==> config.mk <==
export PLATFORM = sky130hd
export DESIGN_NAME = eectl_top
export DESIGN_NICKNAME = d
export VERILOG_FILES = /design/src/rtl/eectl_pkg.sv /design/src/rtl/eectl_arm.sv /design/src/rtl/eectl_seq.sv /design/src/rtl/eectl_mem.sv /design/src/rtl/eectl_top.sv
export SDC_FILE = /design/constraint.sdc
export NUM_CORES = 1
export LEC_CHECK = 0
export BUFFER_PORTS_ARGS = -buffer_cell sky130_fd_sc_hd__clkbuf_2
export CAP_MARGIN = 20
export CORE_ASPECT_RATIO = 1.5
export CORE_MARGIN = 5
export CORE_UTILIZATION = 64
export CTS_CLUSTER_SIZE = 20
export DETAILED_ROUTE_END_ITERATION = 10
export PLACE_DENSITY_LB_ADDON = 0.15
export SKIP_LAST_GASP = 1
export SYNTH_ARGS = -nofsm -noshare
export SYNTH_HDL_FRONTEND = slang
export SYNTH_SLANG_ARGS = --single-unit
export TNS_END_PERCENT = 30
==> constraint.sdc <==
create_clock -name clk -period 8.4 [get_ports clk]
set_input_delay 0 -clock clk [delete_from_list [all_inputs] [get_ports clk]]
set_output_delay 0 -clock clk [all_outputs]
set_load 0.005 [all_outputs]
==> src/rtl/eectl_pkg.sv <==
package eectl_pkg;
  typedef enum logic [1:0] {
    EM_ATOMIC = 2'b00,
    EM_ERASE  = 2'b01,
    EM_WRITE  = 2'b10,
    EM_RSVD   = 2'b11
  } ee_mode_e;

  typedef enum logic [1:0] {
    SEL_ADDR = 2'd0,
    SEL_DATA = 2'd1,
    SEL_CTRL = 2'd2,
    SEL_NONE = 2'd3
  } ee_sel_e;

  localparam int B_RD  = 0;
  localparam int B_GO  = 1;
  localparam int B_ARM = 2;
  localparam int B_RIE = 3;
  localparam int B_M0  = 4;
  localparam int B_M1  = 5;
endpackage

==> src/rtl/eectl_arm.sv <==
module eectl_arm #(
  parameter int WIN = 4
) (
  input  logic clk,
  input  logic rst_n,
  input  logic load,
  output logic armed
);
  localparam int CW = $clog2(WIN + 1);

  logic [CW-1:0] left_q;

  always_ff @(posedge clk) begin
    if (!rst_n)            left_q <= '0;
    else if (load)         left_q <= CW'(WIN);
    else if (left_q != '0) left_q <= left_q - 1'b1;
  end

  assign armed = (left_q != '0);


  arm_open_chk: assert property (@(posedge clk) disable iff (!rst_n)
    load |=> armed);
endmodule

==> src/rtl/eectl_seq.sv <==
module eectl_seq
  import eectl_pkg::*;
#(
  parameter int AW         = 7,
  parameter int DW         = 8,
  parameter int ATOMIC_CYC = 68000,
  parameter int SPLIT_CYC  = 36000
) (
  input  logic          clk,
  input  logic          rst_n,
  input  logic          start,
  input  ee_mode_e      mode,
  input  logic [AW-1:0] addr,
  input  logic [DW-1:0] data,
  output logic          busy,
  output logic          done,
  output ee_mode_e      op_mode,
  output logic [AW-1:0] op_addr,
  output logic [DW-1:0] op_data
);
  localparam int MAXC = (ATOMIC_CYC > SPLIT_CYC) ? ATOMIC_CYC : SPLIT_CYC;
  localparam int CW   = $clog2(MAXC + 1);

  logic          busy_q;
  logic [CW-1:0] cnt_q;
  logic          accept;
  logic [CW-1:0] dur;

  assign accept = rst_n && start && !busy_q && (mode != EM_RSVD);
  assign dur    = (mode == EM_ATOMIC) ? CW'(ATOMIC_CYC) : CW'(SPLIT_CYC);

  // a running operation ignores reset and always completes
  always_ff @(posedge clk) begin
    if (busy_q) begin
      cnt_q <= cnt_q - 1'b1;
      if (cnt_q == CW'(1)) busy_q <= 1'b0;
    end else if (!rst_n) begin
      busy_q <= 1'b0;
      cnt_q  <= '0;
    end else if (accept) begin
      busy_q  <= 1'b1;
      cnt_q   <= dur;
      op_mode <= mode;
      op_addr <= addr;
      op_data <= data;
    end
  end

  assign busy = busy_q;
  assign done = busy_q && (cnt_q == CW'(1));

  logic [CW:0] run_len;
  always_ff @(posedge clk) begin
    if (!busy_q) run_len <= '0;
    else         run_len <= run_len + 1'b1;
  end


  busy_len_chk: assert property (@(posedge clk) disable iff (!rst_n)
    $fell(busy_q) |-> (run_len == ((op_mode == EM_ATOMIC) ? (CW+1)'(ATOMIC_CYC)
                                                          : (CW+1)'(SPLIT_CYC))));
endmodule

==> src/rtl/eectl_mem.sv <==
module eectl_mem
  import eectl_pkg::*;
#(
  parameter int AW = 7,
  parameter int DW = 8
) (
  input  logic          clk,
  input  logic          we,
  input  ee_mode_e      wmode,
  input  logic [AW-1:0] waddr,
  input  logic [DW-1:0] wdata,
  input  logic [AW-1:0] raddr,
  output logic [DW-1:0] rdata
);
  localparam int DEPTH = 1 << AW;

  logic [DW-1:0] cells [DEPTH];

  always_ff @(posedge clk) begin
    if (we) begin
      case (wmode)
        EM_ATOMIC: cells[waddr] <= wdata;
        EM_ERASE:  cells[waddr] <= '1;
        EM_WRITE:  cells[waddr] <= cells[waddr] & wdata;
        default:   ;
      endcase
    end
  end

  assign rdata = cells[raddr];
endmodule

==> src/rtl/eectl_top.sv <==
module eectl_top
  import eectl_pkg::*;
#(
  parameter int AW         = 7,
  parameter int ATOMIC_CYC = 68000,
  parameter int SPLIT_CYC  = 36000,
  parameter int ARM_WIN    = 4
) (
  input  logic       clk,
  input  logic       rst_n,
  input  logic       bus_wr,
  input  logic [1:0] bus_sel,
  input  logic [7:0] bus_wdata,
  output logic [7:0] bus_rdata,
  input  logic       gie,
  output logic       irq
);
  localparam int DW = 8;

  logic [AW-1:0] addr_q;
  logic [DW-1:0] data_q;
  logic          rie_q;
  ee_mode_e      mode_q;
  logic          wr_addr, wr_data, wr_ctrl;
  logic          rd_fire, go_req, arm_load, armed, busy, done;
  ee_mode_e      op_mode, req_mode;
  logic [AW-1:0] op_addr;
  logic [DW-1:0] op_data, mem_rdata;

  assign wr_addr  = bus_wr && (bus_sel == SEL_ADDR);
  assign wr_data  = bus_wr && (bus_sel == SEL_DATA);
  assign wr_ctrl  = bus_wr && (bus_sel == SEL_CTRL);
  assign req_mode = ee_mode_e'(bus_wdata[B_M1:B_M0]);
  assign rd_fire  = wr_ctrl && bus_wdata[B_RD] && !busy;
  assign go_req   = wr_ctrl && bus_wdata[B_GO] && armed;
  assign arm_load = wr_ctrl && bus_wdata[B_ARM];

  always_ff @(posedge clk) begin
    if (!rst_n) begin
      addr_q <= '0;
      data_q <= '0;
      rie_q  <= 1'b0;
      if (!busy) mode_q <= EM_ATOMIC;
    end else begin
      if (wr_addr) addr_q <= bus_wdata[AW-1:0];
      if (wr_data)      data_q <= bus_wdata;
      else if (rd_fire) data_q <= mem_rdata;
      if (wr_ctrl) begin
        rie_q <= bus_wdata[B_RIE];
        if (!busy) mode_q <= req_mode;
      end
    end
  end

  eectl_arm #(.WIN(ARM_WIN)) u_arm (
    .clk(clk), .rst_n(rst_n), .load(arm_load), .armed(armed)
  );

  eectl_seq #(
    .AW(AW), .DW(DW), .ATOMIC_CYC(ATOMIC_CYC), .SPLIT_CYC(SPLIT_CYC)
  ) u_seq (
    .clk(clk), .rst_n(rst_n), .start(go_req), .mode(req_mode),
    .addr(addr_q), .data(data_q), .busy(busy), .done(done),
    .op_mode(op_mode), .op_addr(op_addr), .op_data(op_data)
  );

  eectl_mem #(.AW(AW), .DW(DW)) u_mem (
    .clk(clk), .we(done), .wmode(op_mode), .waddr(op_addr),
    .wdata(op_data), .raddr(addr_q), .rdata(mem_rdata)
  );

  always_comb begin
    case (bus_sel)
      SEL_ADDR: bus_rdata = DW'(addr_q);
      SEL_DATA: bus_rdata = data_q;
      SEL_CTRL: bus_rdata = {2'b00, mode_q, rie_q, armed, busy, 1'b0};
      default:  bus_rdata = '0;
    endcase
  end

  assign irq = rie_q && gie && !busy;


  mode_lock_chk: assert property (@(posedge clk) disable iff (!rst_n)
    (wr_ctrl && busy) |=> $stable(mode_q));


  busy_read_ignored_chk: assert property (@(posedge clk) disable iff (!rst_n)
    (wr_ctrl && bus_wdata[B_RD] && busy) |=> $stable(data_q));


  irq_quiet_chk: assert property (@(posedge clk) disable iff (!rst_n)
    busy |-> !irq);


  reserved_zero_chk: assert property (@(posedge clk) disable iff (!rst_n)
    (bus_sel == SEL_CTRL) |-> (bus_rdata[7:6] == 2'b00));
endmodule

; Word-level counts from Yosys, hierarchy flattened
; Memory sizes are Yosys's and may differ from the RTL's. A register that Yosys moved wholly into a read port is not among the register bits.
; Index checks and enable logic that the tools add are counted.
[totals]
reg_bits = 56
latchBits = 0
mem_bits_rw = 1024
romBits = 0
in_bits = 14
word_cells = 84
n_memories = 1
[mem_list]
columns = memory, depth, width, rd, rd_clocked_by_memory_dff, wr, line
row1 = u_mem.cells, 128, 8, 2, 2, 1, eectl_mem.sv:17  ; logic [DW-1:0] cells [DEPTH];
[classes]
add_sub_neg = 2
mul = 0
div = 0
n_lt_le_gt_ge = 0
eq_ne = 10
n_shift = 0
muxes = 31
n_bitwise = 5
n_reduce_logical = 24
[ops]
columns = operator, count
row1 = $mux 17, 4
row2 = $mux 8, 4
row3 = $pmux 8 s3, 1
row4 = $mux 7, 3
row5 = $eq 17x1->1 const B, 1
row6 = $sub 17x1->17 const B, 1
row7 = $logic_and 1x1->1, 14
row8 = $mux 1, 13
row9 = $and 8x8->8, 1
row10 = $mux 2, 4
row11 = $logic_not 2->1, 3
row12 = $mux 3, 2
row13 = $ne 2x2->1 const B, 3
row14 = $reduce_and 3->1, 2
row15 = $eq 2x1->1 const B, 2
row16 = $eq 2x2->1 const B, 2
row17 = $reduce_bool 2->1, 2
row18 = $ne 3x1->1 const B, 1
row19 = $reduce_bool 3->1, 1
row20 = $sub 3x1->3 const B, 1
row21 = $ne 2x1->1 const B, 1
row22 = $not 1->1, 2
row23 = $or 1x1->1, 2
row24 = $reduce_or 2->1, 1
row25 = $logic_not 1->1, 1

; Depth between registers and ports, before layout
[logic_depth]
word_depth = 10
ltp_mapped = 11

; By module
; A second synthesis with hierarchy kept.
[unflattened]
hier_cells = 2968
hier_area_um2 = 50955.1
[by_module_without_submodules]
columns = mod, instances, cells_each, area_each_um2, seq_area_each_um2
row1 = eectl_mem, 1, 2714, 48181.2, 30749.5
row2 = eectl_seq, 1, 111, 1532.7, 1041.0
row3 = eectl_top, 1, 125, 1073.5, 380.4
row4 = eectl_arm, 1, 18, 167.7, 60.1

; Worst setup path after synthesis
; Ideal clock, no wire load.
[synth_path]
path_kind = register -> register
startpoint = register u_seq.cnt_q[10]
endpoint = memory u_mem.cells[0][0] (data pin)
setup_ns = 1.155
arrival_time_ns = 6.592
required_ns = 7.246
path_slack_ns = 0.653
path_stages_with_launch = 7
n_path_buf = 0
period_less_slack_ns = 7.747
path_cell_list = edfxtp_1 > or4_4 > nor2_4 > nand3_2 > nor3b_2 > nor2_1 > nor3_1
[synth_via]
elab_chain_len = 6
word_cells_on_any_way = 8
cone_classes = 1 x eq/ne / 6 x mux / 1 x reduce/logical
[synth_rtl]
columns = item, line
row1 = "start, declared", eectl_seq.sv:25  ; logic [CW-1:0] cnt_q;
row2 = "start signal, assigned", eectl_seq.sv:35  ; cnt_q <= cnt_q - 1'b1;
row3 = "start signal, assigned", eectl_seq.sv:42  ; cnt_q <= dur;
row4 = $eq 17x1->1 (*), eectl_seq.sv:50  ; assign done = busy_q && (cnt_q == CW'(1));
row5 = $logic_and 1x1->1 (*), eectl_seq.sv:50
row6 = $mux 1, eectl_mem.sv:20  ; if (we) begin
row7 = $mux 1 (not written as such), eectl_mem.sv:23  ; EM_ERASE: cells[waddr] <= '1;
row8 = $mux 8 (no source line), n/a
row9 = $mux 8 (no source line) (*), n/a
row10 = "end, declared", eectl_mem.sv:17
; Every way passes the cells marked *; elsewhere a longest branch is shown, timed or not.

==> results.cfg <==
[sta]
postLayoutSetupSlackWorst_ns = 3.31
setup_violations = 0
fin_crit_sh = 0.606
fin_crit_ns = 5.09
slew_viol_final = 0
rsz0062_at_grt = no
slew-limit-headroom = 0.179
setup-tns-final_ns = 0
max_freq_mhz = 196
tightest_slew_ns = 1.23
fin_skew_ns = 0.0261
hold_viol_final = 0

[synth]
syn-mean-instance-area_sq_um = 16.9
synth_simple_gate_area_frac = 0.0500
syn_area_sq_mm = 0.0514
synthesis.instances = 3042
synth_area_leaders = edfxtp_1 62%, mux4_2 16%, mux2i_1 6.4%, a22oi_1 1.6%, nor2_1 1.5%
synthArstFlopShare = 0
synthMuxAreaShare = 0.229
synth_area_leader_cell = edfxtp_1
synth-main-ff-cell = edfxtp_1
synth_nets = 3060
synth-edff-count = 1060
ys_seq_area_frac = 0.632
synth-compound-area-share = 0.0610
synth_top_family_by_area = multiplexers
synth_seq_cells = 1094
synth.top_cell.area_share = 0.619
ys_types = 77
yosys.area_share.xor_xnor = 0.00204
yosysWarnings = 0
synth-adder-area-share = 0.000973

[flow_run]
drv_cap = 0

[routing]
drt-initial-drc-count = 5045
vias = 31900
wl_per_cell_um = 38.7
via_per_inst = 7.67
drc = 0
wirelength_um = 161000
first_pass_iters = 6
antenna_left = 0

[clocking]
clk_path_buf_depth = 3
cts_sinks = 1094
clk-insertion-delay-late_ns = 0.70
cts_buffers = 100
ctsHoldBuffers = 17
ctsResizeCount = 0
clkTransAtPathRegs_ns = 0.07
htreeDepth = 3
post_cts_buffers = 0
cts_tree = done
cts_root_buf = clkbuf_16

[final_layout]
area_growth_pct = 8.44
final_common_cell = edfxtp_1
finish.utilization = 0.698
final_cell_mix = 1060 x edfxtp_1, 359 x mux4_2, 331 x mux2i_1
layout.cells.non_filler = 4162
nets = 3060
drive_above_1_share = 0.212

[pwr]
p_leak_nw = 17.5
pwr_density_cell_mw_per_mm2 = 195
vdd_drop_max_uv = 220

[place]
portBuffers = 22
dp.cells = 3953
gp_congestion = 1.02
dp_slack_ns = 3.56
place_hpwl_um = 107000

[setup_path]
crit_chain = clkinv_1, buf_4, nor2_1, a22oi_1, nand3_1, a41o_1, o221a_4, buf_4
cp_num_buf_inv = 3
rr_endpoint = u_mem.cells[42][5]$_DFFE_PP_
start_kind = flip-flop
r2r_slack_ns = 3.31
critical_path_class = flip-flop to flip-flop
ff2ff_path_depth = 8
crit_family = buffers and inverters
cp_data_required_time_ns = 8.75
crit_path_frequent_cell = buf_4
path_max_fanout = 76
slowest_delay_ns = 0.91
cp-end-kind = flip-flop
crit_slowest_cell = nor2_1
arrival_ns = 5.45

[floorplan]
io_pins = 23
die_h_um = 357
rows = 127
die_area_sq_mm = 0.0863
die_x_um = 241
fp.coreArea_sq_mm = 0.0799
initial_core_util = 0.643

[global_routing]
grt-ovfl-total = 0
grt_use_total = 0.374
grt_max_degree = 124
antenna_found_initial = 3
grt_pass1_wl_um = 229000
grt_pass1_vias = 31900

[hold_path]
hp-class = input pin to flip-flop
hp-start = bus_sel[0]
min_to = mode_q[0]$_SDFFCE_PN0P_
holdPathStages = 4

[run_status]
status = finished, final reports clean
[Yosys cell counts, drive strengths merged, types with 21 or more instances]
cell / number
edfxtp: 1060
dfxtp: 34
nand4: 24
nand3: 38
o21ai: 41
mux2i: 331
nor3: 40
clkbuf: 79
a21oi: 48
a22o: 31
o22ai: 37
nor2b: 21
buf: 140
a31oi: 37
nand2b: 23
nand2: 126
a22oi: 112
nor2: 205
mux4: 363
mux2: 25
[stage by stage]
stage	total power, mW	hold WS, ns	cell area, sq um
2_1_floorplan	6.32	0.0989	51400
3_3_place_gp	6.40	0.309	52400
3_5_place_dp	6.42	0.324	52400
4_1_cts	10.9	0.172	55700
5_1_grt	11.1	0.230	55800
6_report	10.9	0.209	55800
[registers in the layout, summed over array words and instances (netlist names), named ones only]
signal,cells
addr_q,7
data_q,8
mode_q,2
rie_q,1
u_arm.left_q,3
u_mem.cells,1024
u_seq.busy,1
u_seq.cnt_q,17
u_seq.op_addr,7
u_seq.op_data,8
u_seq.op_mode,2
[power breakdown]
group          total, mW  internal (mW)  switching (mW)
clock               4.53           2.47            2.06
sequential          5.98           5.94          0.0425
combinational      0.340          0.149           0.191
total               10.9           8.56            2.29
[routing by layer]
layer,up-vias,wire length [um],track usage
met2,2434,77700,0.594
met5,-,0,0
met4,0,14200,0.256
li1,12700,-,-
met1,16300,52800,0.469
met3,530,16500,0.0733
[cell type report]
cell class	count	area [sq um]
timing repair buffer	117	975
antenna	3	7.51
tap	1032	1290
fill	5080	24200
clock inverter	58	492
clock buffer	129	2710
sequential	1094	32500
multi-input combinational	1716	17700
inverter	13	48.8
[worst max-delay path by stage]
stage,start,endpoint,slack [ns],cells past startpoint
6_report,flip-flop,u_mem.cells[42][5]$_DFFE_PP_,3.31,8
5_1_grt,flip-flop,u_mem.cells[56][5]$_DFFE_PP_,3.18,9
4_1_cts,flip-flop,u_mem.cells[42][5]$_DFFE_PP_,3.53,8
3_5_place_dp,flip-flop,u_mem.cells[116][5]$_DFFE_PP_,3.56,8
3_3_place_gp,flip-flop,u_mem.cells[36][7]$_DFFE_PP_,3.10,8
2_1_floorplan,u_seq.cnt_q[10]$_DFFE_PP_,u_mem.cells[0][0]$_DFFE_PP_,0.65,6
[kinds of logic (layout without fill, tap and decap cells)]
logic type | count (synthesis) | after routing
other | 0 | 3
AOI/OAI and AO/OA | 435 | 435
muxes | 719 | 719
buffers and inverters | 232 | 317
DFF | 1094 | 1094
adders and majority gates | 4 | 4
xor gates and xnor gates | 12 | 12
and+or+nand+nor | 546 | 546
[tightest hold or removal path, stage by stage]
cell and delay (ns):
clkbuf_2 0.25, nand2b_1 0.23, or2_2 0.15, a21oi_1 0.09
Power figures use the tool's default switching activity.
